$ cat config.mk
export PLATFORM = sky130hd
export DESIGN_NAME = spi_xcvr
export DESIGN_NICKNAME = d
export VERILOG_FILES = /design/src/rtl/spi_xcvr_pkg.sv /design/src/rtl/spi_xcvr_ctrl.sv /design/src/rtl/spi_xcvr_dp.sv /design/src/rtl/spi_xcvr.sv
export SDC_FILE = /design/constraint.sdc
export NUM_CORES = 1
export LEC_CHECK = 0
export ABC_AREA = 1
export BUFFER_PORTS_ARGS = -buffer_cell sky130_fd_sc_hd__buf_2
export CAP_MARGIN = 0
export CORE_ASPECT_RATIO = 0.8
export CORE_UTILIZATION = 46
export CTS_CLUSTER_DIAMETER = 100
export DETAILED_ROUTE_END_ITERATION = 16
export MAX_ROUTING_LAYER = met4
export PLACE_DENSITY_LB_ADDON = 0.2
export SYNTH_ARGS = -nofsm -noshare
export SYNTH_HDL_FRONTEND = slang
export SYNTH_SLANG_ARGS = --single-unit
$ cat constraint.sdc
create_clock -name clk -period 1.47 [get_ports clk]
set_input_delay 0.147 -clock clk [delete_from_list [all_inputs] [get_ports clk]]
set_output_delay 0.147 -clock clk [all_outputs]
set_load 0.05 [all_outputs]
$ cat src/rtl/spi_xcvr_pkg.sv
package spi_xcvr_pkg;

  localparam int WORD_W = 16;
  localparam int BYTE_W = 8;

  // control bits 12 down to 5, most significant first
  typedef struct packed {
    logic disSck;
    logic disSdo;
    logic wide;
    logic smpEnd;
    logic cke;
    logic ssEn;
    logic ckp;
    logic master;
  } ctrlBits_t;

  typedef struct packed {
    logic load;
    logic sample;
    logic shift;
    logic finish;
  } dpStrobe_t;

endpackage

$ cat src/rtl/spi_xcvr_ctrl.sv
module spi_xcvr_ctrl
  import spi_xcvr_pkg::*;
#(
  parameter int CLK_DIV = 4
) (
  input  logic        clk,
  input  logic        rstN,
  input  logic        ctrlWe,
  input  logic [15:0] ctrlWdata,
  input  logic        txWe,
  input  logic        sckIn,
  input  logic        ssIn,
  output ctrlBits_t   cfg,
  output dpStrobe_t   stb,
  output logic        sckOut,
  output logic        sckOe,
  output logic        sdoOe,
  output logic        busy
);
  localparam int HALF  = CLK_DIV / 2;
  localparam int PH_W  = $clog2(CLK_DIV);
  localparam int CNT_W = $clog2(WORD_W + 1);

  logic [PH_W-1:0]  ph;
  logic [CNT_W-1:0] bitCnt;
  logic [CNT_W-1:0] lastIdx;
  logic             sckQ;
  logic             unusedCtrl;

  assign unusedCtrl = ^{ctrlWdata[15:13], ctrlWdata[4:0]};

  always_ff @(posedge clk or negedge rstN) begin
    if (!rstN)       cfg <= '0;
    else if (ctrlWe) cfg <= ctrlWdata[12:5];
  end

  assign lastIdx = cfg.wide ? CNT_W'(WORD_W - 1) : CNT_W'(BYTE_W - 1);

  // master timing
  logic phEnd, lastBit, mStart, mSample;
  assign phEnd   = (ph == PH_W'(CLK_DIV - 1));
  assign lastBit = (bitCnt == lastIdx);
  assign mStart  = cfg.master && txWe && !busy;
  assign mSample = busy && (cfg.smpEnd ? phEnd : (ph == PH_W'(HALF - 1)));

  // slave edge detection on the external clock
  logic ssBlock, sEnable, sckEdge, toActive, sSampleEdge, sSample;
  assign ssBlock     = cfg.ssEn && ssIn;
  assign sEnable     = !cfg.master && !ssBlock;
  assign sckEdge     = (sckIn != sckQ);
  assign toActive    = sckEdge && (sckIn != cfg.ckp);
  assign sSampleEdge = cfg.cke ? toActive : (sckEdge && !toActive);
  assign sSample     = sEnable && sSampleEdge;

  always_comb begin
    stb.load   = mStart || (!cfg.master && bitCnt == '0);
    stb.sample = mSample || sSample;
    stb.shift  = (busy && phEnd && !lastBit)
               || (sEnable && sckEdge && !sSampleEdge && bitCnt != '0);
    stb.finish = (busy && phEnd && lastBit) || (sSample && lastBit);
  end

  always_ff @(posedge clk or negedge rstN) begin
    if (!rstN) begin
      sckQ   <= 1'b0;
      busy   <= 1'b0;
      ph     <= '0;
      bitCnt <= '0;
    end else begin
      sckQ <= sckIn;
      if (cfg.master) begin
        if (mStart) begin
          busy   <= 1'b1;
          ph     <= '0;
          bitCnt <= '0;
        end else if (busy) begin
          ph <= phEnd ? '0 : ph + 1'b1;
          if (phEnd) begin
            if (lastBit) begin
              busy   <= 1'b0;
              bitCnt <= '0;
            end else begin
              bitCnt <= bitCnt + 1'b1;
            end
          end
        end
      end else begin
        busy <= 1'b0;
        ph   <= '0;
        if (!sEnable)     bitCnt <= '0;
        else if (sSample) bitCnt <= lastBit ? '0 : bitCnt + 1'b1;
      end
    end
  end

  always_comb begin
    if (cfg.master && busy)
      sckOut = cfg.ckp ^ (cfg.cke ? (ph >= PH_W'(HALF)) : (ph < PH_W'(HALF)));
    else
      sckOut = cfg.ckp;
  end

  assign sckOe = cfg.master && !cfg.disSck;
  assign sdoOe = !cfg.disSdo && (cfg.master || !ssBlock);

endmodule

$ cat src/rtl/spi_xcvr_dp.sv
module spi_xcvr_dp
  import spi_xcvr_pkg::*;
(
  input  logic              clk,
  input  logic              rstN,
  input  logic              wide,
  input  dpStrobe_t         stb,
  input  logic              txWe,
  input  logic [WORD_W-1:0] txData,
  input  logic              sdiIn,
  input  logic              rxRe,
  output logic [WORD_W-1:0] rxData,
  output logic              rxDone,
  output logic              sdoBit
);
  logic [WORD_W-1:0] txReg, txSh, rxSh, rxNext, rxCap;

  assign rxNext = {rxSh[WORD_W-2:0], sdiIn};
  assign rxCap  = stb.sample ? rxNext : rxSh;
  assign sdoBit = wide ? txSh[WORD_W-1] : txSh[BYTE_W-1];

  always_ff @(posedge clk or negedge rstN) begin
    if (!rstN) begin
      txReg  <= '0;
      txSh   <= '0;
      rxSh   <= '0;
      rxData <= '0;
      rxDone <= 1'b0;
    end else begin
      if (txWe) txReg <= txData;
      if (stb.load)       txSh <= txWe ? txData : txReg;
      else if (stb.shift) txSh <= {txSh[WORD_W-2:0], 1'b0};
      if (stb.sample) rxSh <= rxNext;
      if (stb.finish) begin
        rxData <= wide ? rxCap : {{(WORD_W-BYTE_W){1'b0}}, rxCap[BYTE_W-1:0]};
        rxDone <= 1'b1;
      end else if (rxRe) begin
        rxDone <= 1'b0;
      end
    end
  end

endmodule

$ cat src/rtl/spi_xcvr.sv
module spi_xcvr
  import spi_xcvr_pkg::*;
#(
  parameter int CLK_DIV = 4
) (
  input  logic        clk,
  input  logic        rstN,
  input  logic        ctrlWe,
  input  logic [15:0] ctrlWdata,
  output logic [15:0] ctrlRdata,
  input  logic        txWe,
  input  logic [15:0] txData,
  input  logic        rxRe,
  output logic [15:0] rxData,
  output logic        rxDone,
  input  logic        sckIn,
  output logic        sckOut,
  output logic        sckOe,
  input  logic        sdiIn,
  output logic        sdoOut,
  output logic        sdoOe,
  input  logic        ssIn
);
  ctrlBits_t cfg;
  dpStrobe_t dpStb;
  logic      mstBusy;
  logic      finishStb;

  spi_xcvr_ctrl #(.CLK_DIV(CLK_DIV)) u_ctrl (
    .clk(clk), .rstN(rstN), .ctrlWe(ctrlWe), .ctrlWdata(ctrlWdata),
    .txWe(txWe), .sckIn(sckIn), .ssIn(ssIn), .cfg(cfg), .stb(dpStb),
    .sckOut(sckOut), .sckOe(sckOe), .sdoOe(sdoOe), .busy(mstBusy)
  );

  spi_xcvr_dp u_dp (
    .clk(clk), .rstN(rstN), .wide(cfg.wide), .stb(dpStb), .txWe(txWe),
    .txData(txData), .sdiIn(sdiIn), .rxRe(rxRe), .rxData(rxData),
    .rxDone(rxDone), .sdoBit(sdoOut)
  );

  assign ctrlRdata = {3'b000, cfg, 5'b00000};
  assign finishStb = dpStb.finish;

endmodule

==> impl_metrics.csv <==
group,metric,value,unit
timing,fmax_achieved,568,MHz
critical_path,setup.worst_path.start_class,"register",
clock_tree,clk-insertion-delay-late,360,ps
global_route,grt.overflow.total,0,
synthesis,post-synth-top-area-fraction,52.2,%
synthesis,asyncSetResetFlopFracSynth,100,%
critical_path,r2r_slack,-250,ps
floorplanning,initial_core_util,48.6,%
timing,worst_pin_slew,520,ps
critical_path,end_kind,"output port",
clock_tree,buffer_depth_of_the_longest_clock_path,2,
clock_tree,clk_pin_slew_worst_paths,80,ps
power_and_ir_drop,pwr-share-seq,35.0,%
global_route,gr_util_met1,30.0,%
critical_path,regToRegEndpoint,"u_dp.txSh[8]$_DFFE_PN0P_",
global_route,groute.layer.met2.usage,38.9,%
drt,drc,0,
placement,cell_area_after_placement,4670,um^2
global_route,antenna_found_initial,1,
placement,numPortBuffers,60,
power_and_ir_drop,internal_power,5.37,mW
timing,setup_violations,57,
floorplanning,core-area,8090,um^2
floorplanning,std_cell_rows,29,
power_and_ir_drop,power.share.combinational,46.3,%
critical_path,cp.arrival,1610,ps
timing,final.setup.tns,-9250,ps
drt,post_drt_via_cell_ratio,4.88,
timing,hold_violations,0,
timing,period_needed,1760,ps
timing,grt_setup_unrepaired,"true",
critical_path,critical_path_required,1320,ps
run_status,status,"complete, but fails checks",
synthesis,synthDominantAreaCellType,"sky130_fd_sc_hd__dfrtp_1",
floorplanning,chipHeight,84.7,um
clock_tree,cts.root.buffer_cell,"sky130_fd_sc_hd__clkbuf_8",
synthesis,synth_top_flop_cell,"sky130_fd_sc_hd__dfrtp_1",
critical_path,critical_path_startpoint,"u_ctrl.ph[0]$_DFFE_PN0P_",
critical_path,setup.worst_path.end,"sckOut",
synthesis,synth.lib_cells_used.distinct,31,
critical_path,critPathMaxFanout,2,
finish,final_cells,681,
timing,post-route-worst-setup-slack,-290,ps
synthesis,synth-warning-count,0,
power_and_ir_drop,clkPwrFrac,18.7,%
timing,worst_slew_margin_rel,65.1,%
power_and_ir_drop,fin_total_pwr,9.05,mW
drt,drt_iter0_drcs,155,
synthesis,synth.yosys.seq_area_share,52.2,%
clock_tree,cts_buffers,9,
synthesis,synth_edf_count,0,
clock_tree,htree_num_levels,3,
synthesis,synth.most_common_cell,"sky130_fd_sc_hd__nand2_1",
finish,final_design_area_excluding_fillers,5650,um^2
clock_tree,cts.sinks,82,
drt,firstDrtPassIters,4,
synthesis,post_synth_inst_count,453,
drt,wl_final,9810,um
critical_path,r2r-start,"u_ctrl.ph[1]$_DFFE_PN0P_",
run,max_cap_violations,0,
placement,last_weighted_congestion_value_of_the_routability_driven_placer,0.852,
finish,fraction_of_final_layout_cells_sized_beyond_drive_strength_1,46.2,%
drt,routed-via-count,3326,
global_route,first_pass_grt_wire_length,16100,um
synthesis,postSynthAreaPerCell,8.68,um^2
power_and_ir_drop,leakage,2.85,nW
placement,pre_cts_slack,-126,ps
synthesis,cell_types_with_the_largest_area_share_after_synthesis,"sky130_fd_sc_hd__dfrtp_1 (52%), sky130_fd_sc_hd__nand2_1 (16%), sky130_fd_sc_hd__nand3_1 (5.0%)",
timing,report.final.slew_viol_count,0,
critical_path,timing_worst_setup_path_type,"register to output port",
synthesis,netlist_top_cells_count,"sky130_fd_sc_hd__nand2_1 (170), sky130_fd_sc_hd__dfrtp_1 (82), sky130_fd_sc_hd__nand3_1 (39)",
global_route,pin_count_of_the_biggest_net_entering_global_routing,32,
global_route,grt.busiest_layer,"met2",
placement,dpl.hpwl,6000,um
global_route,number_of_global_route_vias_before_repair,3331,
timing,worst_hold_check_slack,14.1,ps
finish,area_growth,43.6,%
global_route,grtUsageMet3,6.13,%
placement,numPlacedInstances,636,
timing,layout_worst_path_cycle_share,120,%
finish,nNetsFinal,613,
power_and_ir_drop,vdd.ir_drop.worst,922,uV
drt,ant_nets,0,
synthesis,ys_ff_latch,82,
power_and_ir_drop,switching_share,40.7,%
synthesis,syn-cell-area,3930,um^2
power_and_ir_drop,power.density_cell_area,1600,nW/um^2
timing,skew,10.8,ps
floorplanning,floorplan.io_pins,77,
floorplanning,die-area,8920,um^2
power_and_ir_drop,switching_power,3.68,mW
finish,layout.core_utilization,69.8,%
drt,post_drt_wl_per_cell,14.4,um
clock_tree,cts_tree,"done",
floorplanning,dieWidth,105,um
critical_path,reg2regPathDepth,10,
run_status,failed_checks,"negative setup slack",
hold_path,class_of_the_tightest_hold_or_removal_check,"input pin to register",
global_route,global_route.usage.total,24.0,%
cell type report:
type	count	area, um^2
inverters	43	176
fillers	617	2440
multi-input cells	314	2090
repair buffers	118	985
clock buffers	11	151
well taps	108	135
flip-flops and latches	82	2060
diodes	1	2.50
clock inverters	4	48.8
layout by cell type (no fill, tap or decap), types with 5 or more instances in the layout:
| cell type | instances |
|---|---|
| sky130_fd_sc_hd__and2_4 | 7 |
| sky130_fd_sc_hd__dlygate4sd3_1 | 5 |
| sky130_fd_sc_hd__buf_12 | 8 |
| sky130_fd_sc_hd__buf_6 | 15 |
| sky130_fd_sc_hd__nand2_1 | 137 |
| sky130_fd_sc_hd__nand3_1 | 22 |
| sky130_fd_sc_hd__nor2_4 | 5 |
| sky130_fd_sc_hd__nand2_4 | 23 |
| sky130_fd_sc_hd__nand3_2 | 11 |
| sky130_fd_sc_hd__conb_1 | 8 |
| sky130_fd_sc_hd__dfrtp_1 | 76 |
| sky130_fd_sc_hd__nand2_2 | 24 |
| sky130_fd_sc_hd__buf_2 | 55 |
| sky130_fd_sc_hd__nand3_4 | 7 |
| sky130_fd_sc_hd__o21ai_2 | 25 |
| sky130_fd_sc_hd__buf_4 | 31 |
| sky130_fd_sc_hd__o21ai_0 | 15 |
| sky130_fd_sc_hd__inv_1 | 34 |
| sky130_fd_sc_hd__dfrtp_2 | 6 |
| sky130_fd_sc_hd__clkbuf_8 | 11 |
power groups by stage:
stage	Clock, mW	Sequential (mW)	Combinational, mW
2_1_floorplan	0	3.58	1.96
3_3_place_gp	0	3.15	3.09
3_5_place_dp	0	3.17	3.17
4_1_cts	1.73	3.14	3.85
5_1_grt	1.82	3.23	4.53
6_report	1.69	3.17	4.19
what timing repair did:
item                                    4_1_cts  5_1_grt
endpoints found under the setup margin       44       59
setup buffers                                 9       11
gates resized for setup                      79       53
cloned                                        5        1
hold buffers                                  5        0
endpoints found under the hold margin        32        0
pin swaps                                    31       25
logic make-up after synthesis:
kind of cell | after synthesis | share of synthesized area, %
AOI/OAI and AO/OA | 51 | 8.53
xor gates and xnor gates | 3 | 0.668
adders and majority gates | 5 | 1.59
buffers and inverters | 66 | 8.40
DFF | 82 | 52.2
muxes | 4 | 1.15
other | 1 | 0.0954
and+or+nand+nor | 241 | 27.4
state kept, by name (all words and copies together), names as in the netlist:
name and cells:
u_ctrl.bitCnt 5, u_ctrl.busy 1, u_ctrl.cfg 8, u_ctrl.ph 2, u_ctrl.sckQ 1, u_dp.rxData 16, u_dp.rxDone 1, u_dp.rxSh 16
u_dp.txReg 16, u_dp.txSh 16
worst min-delay path by stage:
stage                                   endpoint  cells past startpoint          from  slack [ps]
floorplan           u_ctrl.bitCnt[0]$_DFFE_PN0P_                      0          rstN        -150
global placement     u_dp.rxData[15]$_DFFE_PN0P_                      1          rstN         120
detailed placement       u_dp.rxSh[15]$_DFF_PN0_                      1          rstN         120
CTS                     u_dp.txReg[11]$_DFF_PN0_                      3    txData[11]           3
global route           u_ctrl.cfg[2]$_DFFE_PN0P_                      2  ctrlWdata[7]           5
finish                  u_dp.txReg[15]$_DFF_PN0_                      3    txData[15]          10
critical path, stage by stage, from the launching register on:
cell and delay (ps):
sky130_fd_sc_hd__dfrtp_1 360, sky130_fd_sc_hd__inv_1 70, sky130_fd_sc_hd__ha_2 180, sky130_fd_sc_hd__o31ai_2 190, sky130_fd_sc_hd__buf_4 160, sky130_fd_sc_hd__xor2_2 130, sky130_fd_sc_hd__buf_6 170
layer usage:
metal	part of all wire, %	routed length, um	vias to the layer above
met2	50	4900	68
met4	0.80	78	0
met5	0	0	-
met1	45	4460	1599
li1	-	-	1651
met3	3.8	373	8
Power figures use the tool's default switching activity.
